===== config.mk =====
export PLATFORM = sky130hd
export DESIGN_NAME = bclk_divider
export DESIGN_NICKNAME = d
export VERILOG_FILES = /design/src/rtl/bclk_div_pkg.sv /design/src/rtl/bclk_div_regs.sv /design/src/rtl/bclk_div_phase.sv /design/src/rtl/bclk_div_timer.sv /design/src/rtl/bclk_divider.sv
export SDC_FILE = /design/constraint.sdc
export NUM_CORES = 1
export LEC_CHECK = 0
export CAP_MARGIN = 20
export CORE_UTILIZATION = 53
export CTS_CLUSTER_SIZE = 12
export DETAILED_ROUTE_END_ITERATION = 8
export PLACE_DENSITY = 0.8
export RECOVER_POWER = 25
export SETUP_SLACK_MARGIN = 0.1
export SLEW_MARGIN = 20
export SYNTH_ARGS = -nofsm -noshare
export SYNTH_HDL_FRONTEND = slang
export SYNTH_SLANG_ARGS = --single-unit

===== constraint.sdc =====
create_clock -name clk -period 3.9 [get_ports clk]
set_input_delay 0.585 -clock clk [delete_from_list [all_inputs] [get_ports clk]]
set_output_delay 0.585 -clock clk [all_outputs]
set_load 0.01 [all_outputs]

===== src/rtl/bclk_div_pkg.sv =====
package bclk_div_pkg;

  // Length in reference cycles of one divide period: the clamped integer
  // part plus one when the phase accumulator carries.
  function automatic int unsigned period_len(input int unsigned n,
                                             input bit carry,
                                             input int unsigned min_div);
    int unsigned base;
    base = (n < min_div) ? min_div : n;
    return base + (carry ? 1 : 0);
  endfunction

  // Unwrapped phase sum; the bit above the fraction width is the carry.
  function automatic int unsigned phase_sum(input int unsigned acc,
                                            input int unsigned frac);
    return acc + frac;
  endfunction

endpackage


===== src/rtl/bclk_div_regs.sv =====
module bclk_div_regs #(
  parameter int DATA_W = 32,
  parameter int INT_W  = 10,
  parameter int FRAC_W = 9,
  parameter int EN_BIT = 31
) (
  input  logic              clk,
  input  logic              rst_n,
  input  logic              wr_en,
  input  logic              wr_sel,
  input  logic [DATA_W-1:0] wr_data,
  input  logic              slave_mode,
  output logic [INT_W-1:0]  div_int,
  output logic [FRAC_W-1:0] div_frac,
  output logic              run
);
  logic enable_q;
  wire  unused_wr_bits = ^wr_data;

  always_ff @(posedge clk or negedge rst_n) begin
    if (!rst_n) begin
      div_int  <= '0;
      div_frac <= '0;
      enable_q <= 1'b0;
    end else if (wr_en) begin
      if (!wr_sel) begin
        div_int <= wr_data[INT_W-1:0];
      end else begin
        div_frac <= wr_data[FRAC_W-1:0];
        enable_q <= wr_data[EN_BIT];
      end
    end
  end

  assign run = enable_q & ~slave_mode;

  // registers only change on a write
  a_r1_hold: assert property (@(posedge clk) disable iff (!rst_n)
    !wr_en |=> ($stable(div_int) && $stable(div_frac)));

  // integer field lands from its own bit slice
  a_r1_int_field: assert property (@(posedge clk) disable iff (!rst_n)
    (wr_en && !wr_sel) |=> (div_int == $past(wr_data[INT_W-1:0])));

endmodule


===== src/rtl/bclk_div_phase.sv =====
module bclk_div_phase #(
  parameter int FRAC_W = 9
) (
  input  logic              clk,
  input  logic              rst_n,
  input  logic              run,
  input  logic              load,
  input  logic [FRAC_W-1:0] div_frac,
  output logic              carry
);
  logic [FRAC_W-1:0] acc;
  logic [FRAC_W:0]   sum;

  always_comb begin
    sum   = (FRAC_W+1)'(bclk_div_pkg::phase_sum(32'(acc), 32'(div_frac)));
    carry = sum[FRAC_W];
  end

  always_ff @(posedge clk or negedge rst_n) begin
    if (!rst_n)      acc <= '0;
    else if (!run)   acc <= '0;
    else if (load)   acc <= sum[FRAC_W-1:0];
  end

  // disabled divider holds the accumulator at zero
  a_r6_acc_clear: assert property (@(posedge clk) disable iff (!rst_n)
    !run |=> (acc == '0));

  // accumulator advances only at a period boundary
  a_r3_acc_hold: assert property (@(posedge clk) disable iff (!rst_n)
    (run && !load) |=> $stable(acc));

  // a carrying step wraps the phase below its old value
  a_r3_wrap: assert property (@(posedge clk) disable iff (!rst_n)
    (run && load && carry) |=> (acc < $past(acc)));

  // a non-carrying step never moves the phase backwards
  a_r3_no_wrap: assert property (@(posedge clk) disable iff (!rst_n)
    (run && load && !carry) |=> (acc >= $past(acc)));

endmodule


===== src/rtl/bclk_div_timer.sv =====
module bclk_div_timer #(
  parameter int INT_W   = 10,
  parameter int MIN_DIV = 2
) (
  input  logic             clk,
  input  logic             rst_n,
  input  logic             run,
  input  logic [INT_W-1:0] div_int,
  input  logic             carry,
  output logic             load,
  output logic             tick,
  output logic             bclk
);
  localparam int CNT_W = INT_W + 1;

  logic [CNT_W-1:0] cnt;
  logic [CNT_W-1:0] len;
  logic             started;
  logic             at_end;

  always_comb begin
    len    = CNT_W'(bclk_div_pkg::period_len(32'(div_int), carry, MIN_DIV));
    at_end = (cnt == '0);
  end

  assign tick = run & started & at_end;
  assign load = run & (~started | at_end);

  always_ff @(posedge clk or negedge rst_n) begin
    if (!rst_n) begin
      cnt     <= '0;
      started <= 1'b0;
      bclk    <= 1'b0;
    end else if (!run) begin
      cnt     <= '0;
      started <= 1'b0;
      bclk    <= 1'b0;
    end else begin
      if (load) begin
        cnt     <= len - CNT_W'(1);
        started <= 1'b1;
      end else begin
        cnt <= cnt - CNT_W'(1);
      end
      if (tick) bclk <= ~bclk;
    end
  end

  // every loaded period spans at least two cycles
  a_r4_min_period: assert property (@(posedge clk) disable iff (!rst_n)
    load |=> (cnt != '0));

  // each pulse flips the bit clock
  a_r5_toggle: assert property (@(posedge clk) disable iff (!rst_n)
    tick |=> (bclk != $past(bclk)));

  // bit clock steady between pulses while running
  a_r5_steady: assert property (@(posedge clk) disable iff (!rst_n)
    (run && !tick) |=> $stable(bclk));

  // stopped divider forces the clock low and idles the counter
  a_r6_low_when_off: assert property (@(posedge clk) disable iff (!rst_n)
    !run |=> (!bclk && !tick));

endmodule


===== src/rtl/bclk_divider.sv =====
module bclk_divider #(
  parameter int DATA_W  = 32,
  parameter int INT_W   = 10,
  parameter int FRAC_W  = 9,
  parameter int EN_BIT  = 31,
  parameter int MIN_DIV = 2
) (
  input  logic              clk,
  input  logic              rst_n,
  input  logic              wr_en,
  input  logic              wr_sel,
  input  logic [DATA_W-1:0] wr_data,
  input  logic              slave_mode,
  output logic              bclk_tick,
  output logic              bclk
);
  logic [INT_W-1:0]  div_int;
  logic [FRAC_W-1:0] div_frac;
  logic              run;
  logic              load;
  logic              carry;

  bclk_div_regs #(
    .DATA_W(DATA_W), .INT_W(INT_W), .FRAC_W(FRAC_W), .EN_BIT(EN_BIT)
  ) u_regs (
    .clk(clk), .rst_n(rst_n), .wr_en(wr_en), .wr_sel(wr_sel),
    .wr_data(wr_data), .slave_mode(slave_mode),
    .div_int(div_int), .div_frac(div_frac), .run(run)
  );

  bclk_div_phase #(.FRAC_W(FRAC_W)) u_phase (
    .clk(clk), .rst_n(rst_n), .run(run), .load(load),
    .div_frac(div_frac), .carry(carry)
  );

  bclk_div_timer #(.INT_W(INT_W), .MIN_DIV(MIN_DIV)) u_timer (
    .clk(clk), .rst_n(rst_n), .run(run), .div_int(div_int),
    .carry(carry), .load(load), .tick(bclk_tick), .bclk(bclk)
  );

  // slave mode never lets a pulse out
  a_r7_slave_quiet: assert property (@(posedge clk) disable iff (!rst_n)
    slave_mode |-> !bclk_tick);

endmodule


Yosys cells after proc, flatten, opt, wreduce, memory -nomap -nowiden
Cells that the tools add are included.
Widths: inputs -> output; s select.
- register bits: 42
- input port bits: 37
- output and inout bits: 2
- logic and storage cells: 36
- $add $sub $neg: 4
- magnitude comparators: 1
- equality and inequality tests: 2
- mux-type cells: 10
- bitwise logic cells: 9
- reductions and logical operators: 3
- operators by type and width (operator ; count):
    $mux 11 ; 2
    $sub 11x1->11 const B ; 2
    $mux 9 ; 2
    $add 11x11->11 ; 1
    $logic_not 11->1 ; 1
    $add 9x9->10 ; 1
    $lt 10x2->1 const B ; 1
    $mux 10 ; 1
    $mux 1 ; 5
    $and 1x1->1 ; 4
    $ne 2x2->1 const B ; 2
    $not 1->1 ; 4
    $reduce_and 2->1 ; 2
    $or 1x1->1 ; 1

Depth between registers and ports, before layout
- depth after elaboration: 6
- mapped depth: 13
- mapped depth without buffers: 13

Cells and area by module
Synthesis repeated with hierarchy kept, for this count alone.
- cell total of the unflattened synthesis: 233
- area, all modules: 2512.4 µm²
- by module, submodules not included (module ; instances ; cells an instance ; area an instance (µm²)):
    bclk_div_timer ; 1 ; 100 ; 945.9
    bclk_div_phase ; 1 ; 89 ; 803.3
    bclk_div_regs ; 1 ; 44 ; 763.2

Worst setup path after synthesis
OpenSTA, ideal clock, no wires.
- path kind: register -> register
- from: reg u_regs.div_frac[3]
- to: reg u_timer.cnt[4]
- library setup time: 86 ps
- arrival: 2872 ps
- data required time: 3814 ps
- setup slack: 943 ps
- stages on the path, launching flop included: 14
- buffers on the path: 0
- period minus slack after synthesis: 2957 ps
- path through: dfrtp_1 ha_1 a21oi_1 nor2b_1 a311o_1 a221o_1 a21oi_1 ha_1 ha_1 inv_1 or3_1 xnor2_1 nand3_1 a32oi_1
- longest elaborated chain between the ends: 6
- RTL lines (item ; line ; text):
    from (decl) ; bclk_div_regs.sv:14 ; output logic [FRAC_W-1:0] div_frac,
    from (signal assigned) ; bclk_div_regs.sv:29 ; div_frac <= wr_data[FRAC_W-1:0];
    $add 9x9->10 ; bclk_div_pkg.sv:16 ; return acc + frac;
    $mux 1 ; bclk_div_pkg.sv:10 ; return base + (carry ? 1 : 0);
    $add 11x11->11 ; bclk_div_pkg.sv:10 ;
    $sub 11x1->11 ; bclk_div_timer.sv:40 ; cnt <= len - CNT_W'(1);
    $mux 11 ; bclk_div_timer.sv:39 ; if (load) begin
    $mux 11 ; bclk_div_timer.sv:34 ; end else if (!run) begin
    to (signal assigned) ; bclk_div_timer.sv:40 ;
    to (signal assigned) ; bclk_div_timer.sv:43 ; cnt <= cnt - CNT_W'(1);
    to (decl) ; bclk_div_timer.sv:16 ; logic [CNT_W-1:0] cnt;
No other way between the ends.
A chain may end at the register's enable or synchronous reset.

Final worst setup path
- from: reg u_timer.cnt[0]
- to: out bclk_tick
- longest elaborated chain between the ends: 2
- RTL lines (item ; line ; text):
    $logic_not 11->1 ; bclk_div_timer.sv:23 ; at_end = (cnt == '0);
    $and 1x1->1 ; bclk_div_timer.sv:26 ; assign tick = run & started & at_end;
    to (decl) ; bclk_divider.sv:14 ; output logic bclk_tick,
No other way between the ends.

==> impl_metrics.prom <==
# TYPE chip_impl_metric gauge
chip_impl_metric{name="setup_total_negative_slack",unit="ns"} 0
chip_impl_metric{name="async_flop_share",unit=""} 1.00
chip_impl_metric{name="cts_inserted_buffers",unit=""} 5
chip_impl_metric{name="worstSkewPairLatency",unit="ns"} 0.29
chip_impl_metric{name="drt_pass1_iterations",unit=""} 4
chip_impl_metric{name="syn_area_cell",unit="sq um"} 11.2
chip_impl_metric{name="fp.coreArea",unit="sq mm"} 0.00403
chip_impl_metric{name="clk_path_buf_depth",unit=""} 2
chip_impl_info{name="violated_checks",value="capacitance limit, slew limit"} 1
chip_impl_metric{name="post_cts_resize_count",unit=""} 0
chip_impl_metric{name="wire_length_of_the_first_global_routing_pass",unit="mm"} 7.52
chip_impl_metric{name="drcViolationCount",unit=""} 0
chip_impl_metric{name="synth_edf_count",unit=""} 0
chip_impl_metric{name="routed-via-count",unit=""} 1599
chip_impl_metric{name="fin_nets",unit=""} 273
chip_impl_metric{name="vdd_ir_drop_max",unit="uV"} 252
chip_impl_metric{name="setup_viol_count_final",unit=""} 0
chip_impl_metric{name="dieHeight",unit="um"} 67.2
chip_impl_metric{name="postCtsHoldBufs",unit=""} 0
chip_impl_metric{name="global_route.usage.total",unit=""} 0.227
chip_impl_metric{name="total_instance_count_after_detailed_placement",unit=""} 266
chip_impl_info{name="worst_path_max_delay_cell",value="sky130_fd_sc_hd__or4b_1"} 1
chip_impl_metric{name="timing.critical_path.slowest_cell_delay",unit="ns"} 0.61
chip_impl_metric{name="setup_slack_after_placement",unit="ns"} 0.597
chip_impl_metric{name="synth_cell_type_count",unit=""} 45
chip_impl_info{name="cp_cell_sequence",value="inv_1 -> ha_1 -> or4b_1 -> or4_4 -> nor3_1 -> clkdlybuf4s50_1"} 1
chip_impl_metric{name="hpwl",unit="mm"} 3.10
chip_impl_metric{name="worst_max_slew_pin_slew",unit="ns"} 2.22
chip_impl_info{name="critPathTopFamily",value="simple AND/OR/NAND/NOR gates"} 1
chip_impl_metric{name="filler_cell_count",unit=""} 341
chip_impl_info{name="rsz0062_at_grt",value="false"} 1
chip_impl_metric{name="reg2reg_slack",unit="ns"} 0.57
chip_impl_metric{name="finalMaxSlewViolations",unit=""} 43
chip_impl_metric{name="buffer_ports.inserted",unit=""} 17
chip_impl_info{name="final_common_cell",value="sky130_fd_sc_hd__dfrtp_1"} 1
chip_impl_metric{name="cts_post_setup_buffers_inserted",unit=""} 0
chip_impl_metric{name="post-route-period-util",unit=""} 0.900
chip_impl_metric{name="mappedNetlistNets",unit=""} 251
chip_impl_metric{name="cts.htree.levels",unit=""} 2
chip_impl_info{name="min_path_type",value="flop to flop"} 1
chip_impl_metric{name="fin_cells",unit=""} 274
chip_impl_metric{name="buffer_and_inverter_count_on_the_worst_path",unit=""} 2
chip_impl_metric{name="flow.area_growth_from_synthesis",unit="%"} 14.8
chip_impl_info{name="clock_tree_from_tritoncts",value="yes"} 1
chip_impl_metric{name="ys_ff_latch",unit=""} 42
chip_impl_metric{name="maxSlewHeadroom",unit=""} -0.480
chip_impl_metric{name="initial_cell_density_of_the_core",unit=""} 0.560
chip_impl_info{name="status",value="finished, violations left"} 1
chip_impl_metric{name="yosysWarningCount",unit=""} 0
chip_impl_info{name="most-common-layout-cells",value="sky130_fd_sc_hd__dfrtp_1, sky130_fd_sc_hd__mux2_2, sky130_fd_sc_hd__clkdlybuf4s50_1"} 1
chip_impl_metric{name="area_occupied_by_multi_input_gates",unit="sq mm"} 0.00117
chip_impl_metric{name="r2r_cells",unit=""} 13
chip_impl_info{name="cp-start-kind",value="flop"} 1
chip_impl_metric{name="via_count_of_the_first_global_routing_pass",unit=""} 1606
chip_impl_info{name="r2r-start",value="u_phase.acc[3]"} 1
chip_impl_metric{name="timing.fmax",unit="GHz"} 0.285
chip_impl_metric{name="worst_ep_arrival_time",unit="ns"} 2.92
chip_impl_metric{name="ios",unit=""} 39
chip_impl_metric{name="layout.area.seq",unit="sq mm"} 0.00105
chip_impl_metric{name="finish.utilization",unit=""} 0.643
chip_impl_metric{name="post_synth_inst_count",unit=""} 201
chip_impl_metric{name="final_critical_period",unit="ns"} 3.51
chip_impl_info{name="regToRegEndpoint",value="u_timer.cnt[4]"} 1
chip_impl_info{name="dominantRegCellSynth",value="sky130_fd_sc_hd__dfrtp_1"} 1
chip_impl_metric{name="drv.max_cap_violation_count",unit=""} 1
chip_impl_metric{name="timing.critical_path.depth",unit=""} 6
chip_impl_info{name="setup.worst_path.class",value="flop to output port"} 1
chip_impl_metric{name="instance_count_along_the_most_critical_hold_path",unit=""} 2
chip_impl_metric{name="std_cell_rows",unit=""} 23
chip_impl_metric{name="grt_start_max_net_pins",unit=""} 43
chip_impl_metric{name="finalClockSkew",unit="ns"} 0.00622
chip_impl_metric{name="total_clock_sinks",unit=""} 42
chip_impl_metric{name="global_placement_routability_congestion",unit=""} 0.811
chip_impl_metric{name="detail_route.iter0.violations",unit=""} 84
chip_impl_metric{name="final-hold-violation-count",unit=""} 0
chip_impl_info{name="cts-root-buf",value="sky130_fd_sc_hd__clkbuf_8"} 1
chip_impl_metric{name="dieArea",unit="sq mm"} 0.00452
chip_impl_info{name="worstHoldStart",value="u_phase.acc[5]"} 1
chip_impl_metric{name="p_per_area",unit="mW/mm^2"} 514
chip_impl_metric{name="drive_gt1_frac",unit=""} 0.161
chip_impl_metric{name="ant_nets",unit=""} 0
chip_impl_metric{name="path_clk_slew",unit="ns"} 0.08
chip_impl_metric{name="mappedNetlistArea",unit="sq mm"} 0.00225
chip_impl_metric{name="drt-vias-per-instance",unit=""} 5.84
chip_impl_info{name="worstHoldEndpoint",value="u_phase.acc[5]"} 1
chip_impl_metric{name="n_antenna_cell",unit=""} 0
chip_impl_metric{name="final_critical_path_setup_slack",unit="ns"} 0.390
chip_impl_metric{name="die_w",unit="um"} 67.2
chip_impl_metric{name="post_drt_wl_per_cell",unit="um"} 16.1
chip_impl_metric{name="p_leak",unit="nW"} 1.10
chip_impl_metric{name="required",unit="ns"} 3.31
chip_impl_metric{name="route.final.wire_length",unit="mm"} 4.41
chip_impl_info{name="endpoint_kind",value="output port"} 1
chip_impl_metric{name="antenna_violations_before_repair",unit=""} 0
chip_impl_metric{name="synth_seq_area_share",unit=""} 0.466
chip_impl_metric{name="critical_path.max_fanout",unit=""} 6
chip_impl_metric{name="total_grt_overflow",unit=""} 0
-- routing by layer --
layer / GRT usage / vias to the layer above / share of wire
li1: - / 784 / -
met1: 0.300 / 779 / 0.48
met2: 0.373 / 29 / 0.48
met3: 0.0557 / 7 / 0.028
met4: 0.0585 / 0 / 0.013
met5: 0 / - / 0
-- per-stage QoR --
stage	cell area, sq um	hold WS [ns]	total power [mW]
final	2590	0.492	1.33
after global routing	2590	0.532	1.42
after CTS	2590	0.464	1.34
after detailed placement	2480	0.481	1.01
after global placement	2480	0.465	0.990
after floorplan	2250	0.289	0.904
-- how the worst max path moves through the flow --
| stage | from | to |
|---|---|---|
| after CTS | u_timer.cnt[0] | bclk_tick |
| after floorplan | u_regs.div_frac[3] | u_timer.cnt[4] |
| final | u_timer.cnt[0] | bclk_tick |
| after global placement | u_regs.div_frac[3] | u_timer.cnt[4] |
| after global routing | u_timer.cnt[0] | bclk_tick |
| after detailed placement | u_regs.div_frac[3] | u_timer.cnt[4] |
-- report_power, final --
group          internal [mW]  switching [mW]  total [mW]
registers              0.502          0.0611       0.563
clock network          0.179           0.147       0.325
logic                  0.208           0.235       0.443
total                  0.889           0.443        1.33
-- cell families after synthesis --
| family | after synthesis | share of synthesized area |
|---|---|---|
| and+or+nand+nor | 55 | 0.135 |
| AOI/OAI and AO/OA | 44 | 0.135 |
| DFF | 42 | 0.466 |
| xor gates and xnor gates | 18 | 0.0699 |
| muxes | 21 | 0.104 |
| buffers and inverters | 8 | 0.0144 |
| adders and majority gates | 13 | 0.0755 |
-- synthesized netlist by cell type, drive strengths merged, types with 2 or more instances --
cell | n | area [sq um]
dfrtp | 42 | 1050
mux2 | 20 | 225
nand2 | 15 | 56.3
ha | 12 | 150
nor2 | 12 | 52.6
xnor2 | 12 | 105
o21ai | 11 | 58.8
a21oi | 8 | 51.3
nor3 | 8 | 40.0
o22ai | 7 | 43.8
xor2 | 6 | 52.6
inv | 5 | 18.8
a21o | 4 | 30.0
nand3 | 4 | 25.0
nor2b | 3 | 18.8
nor4 | 3 | 33.8
or4 | 3 | 26.3
a211oi | 2 | 15.0
a221o | 2 | 20.0
a22o | 2 | 17.5
buf | 2 | 10.0
or3 | 2 | 12.5
-- worst register-to-register path: stages, from the launching register on --
cell	delay, ns
sky130_fd_sc_hd__dfrtp_1	0.40
sky130_fd_sc_hd__ha_1	0.35
sky130_fd_sc_hd__a21oi_1	0.16
sky130_fd_sc_hd__nor2b_1	0.06
sky130_fd_sc_hd__a311o_1	0.40
sky130_fd_sc_hd__a221o_1	0.32
sky130_fd_sc_hd__a21oi_1	0.18
sky130_fd_sc_hd__ha_1	0.19
sky130_fd_sc_hd__ha_1	0.23
sky130_fd_sc_hd__inv_1	0.07
sky130_fd_sc_hd__or3_1	0.32
sky130_fd_sc_hd__xnor2_1	0.24
sky130_fd_sc_hd__nand3_1	0.12
sky130_fd_sc_hd__a32oi_1	0.21
-- final cells by class --
class,instances,area share
multi-input combinational,151,0.454
clock buffer,8,0.0425
inverter,5,0.00725
timing repair buffer,18,0.0662
sequential,42,0.406
tap,50,0.0242
-- state kept, by name, summed over array words and instances, names as in the netlist --
| signal | flops |
|---|---|
| u_timer.bclk | 1 |
| u_regs.enable_q | 1 |
| u_regs.div_frac | 9 |
| u_phase.acc | 9 |
| u_regs.div_int | 10 |
| u_timer.cnt | 11 |
| u_timer.started | 1 |
Note: power is estimated with default switching activity, not from simulation.
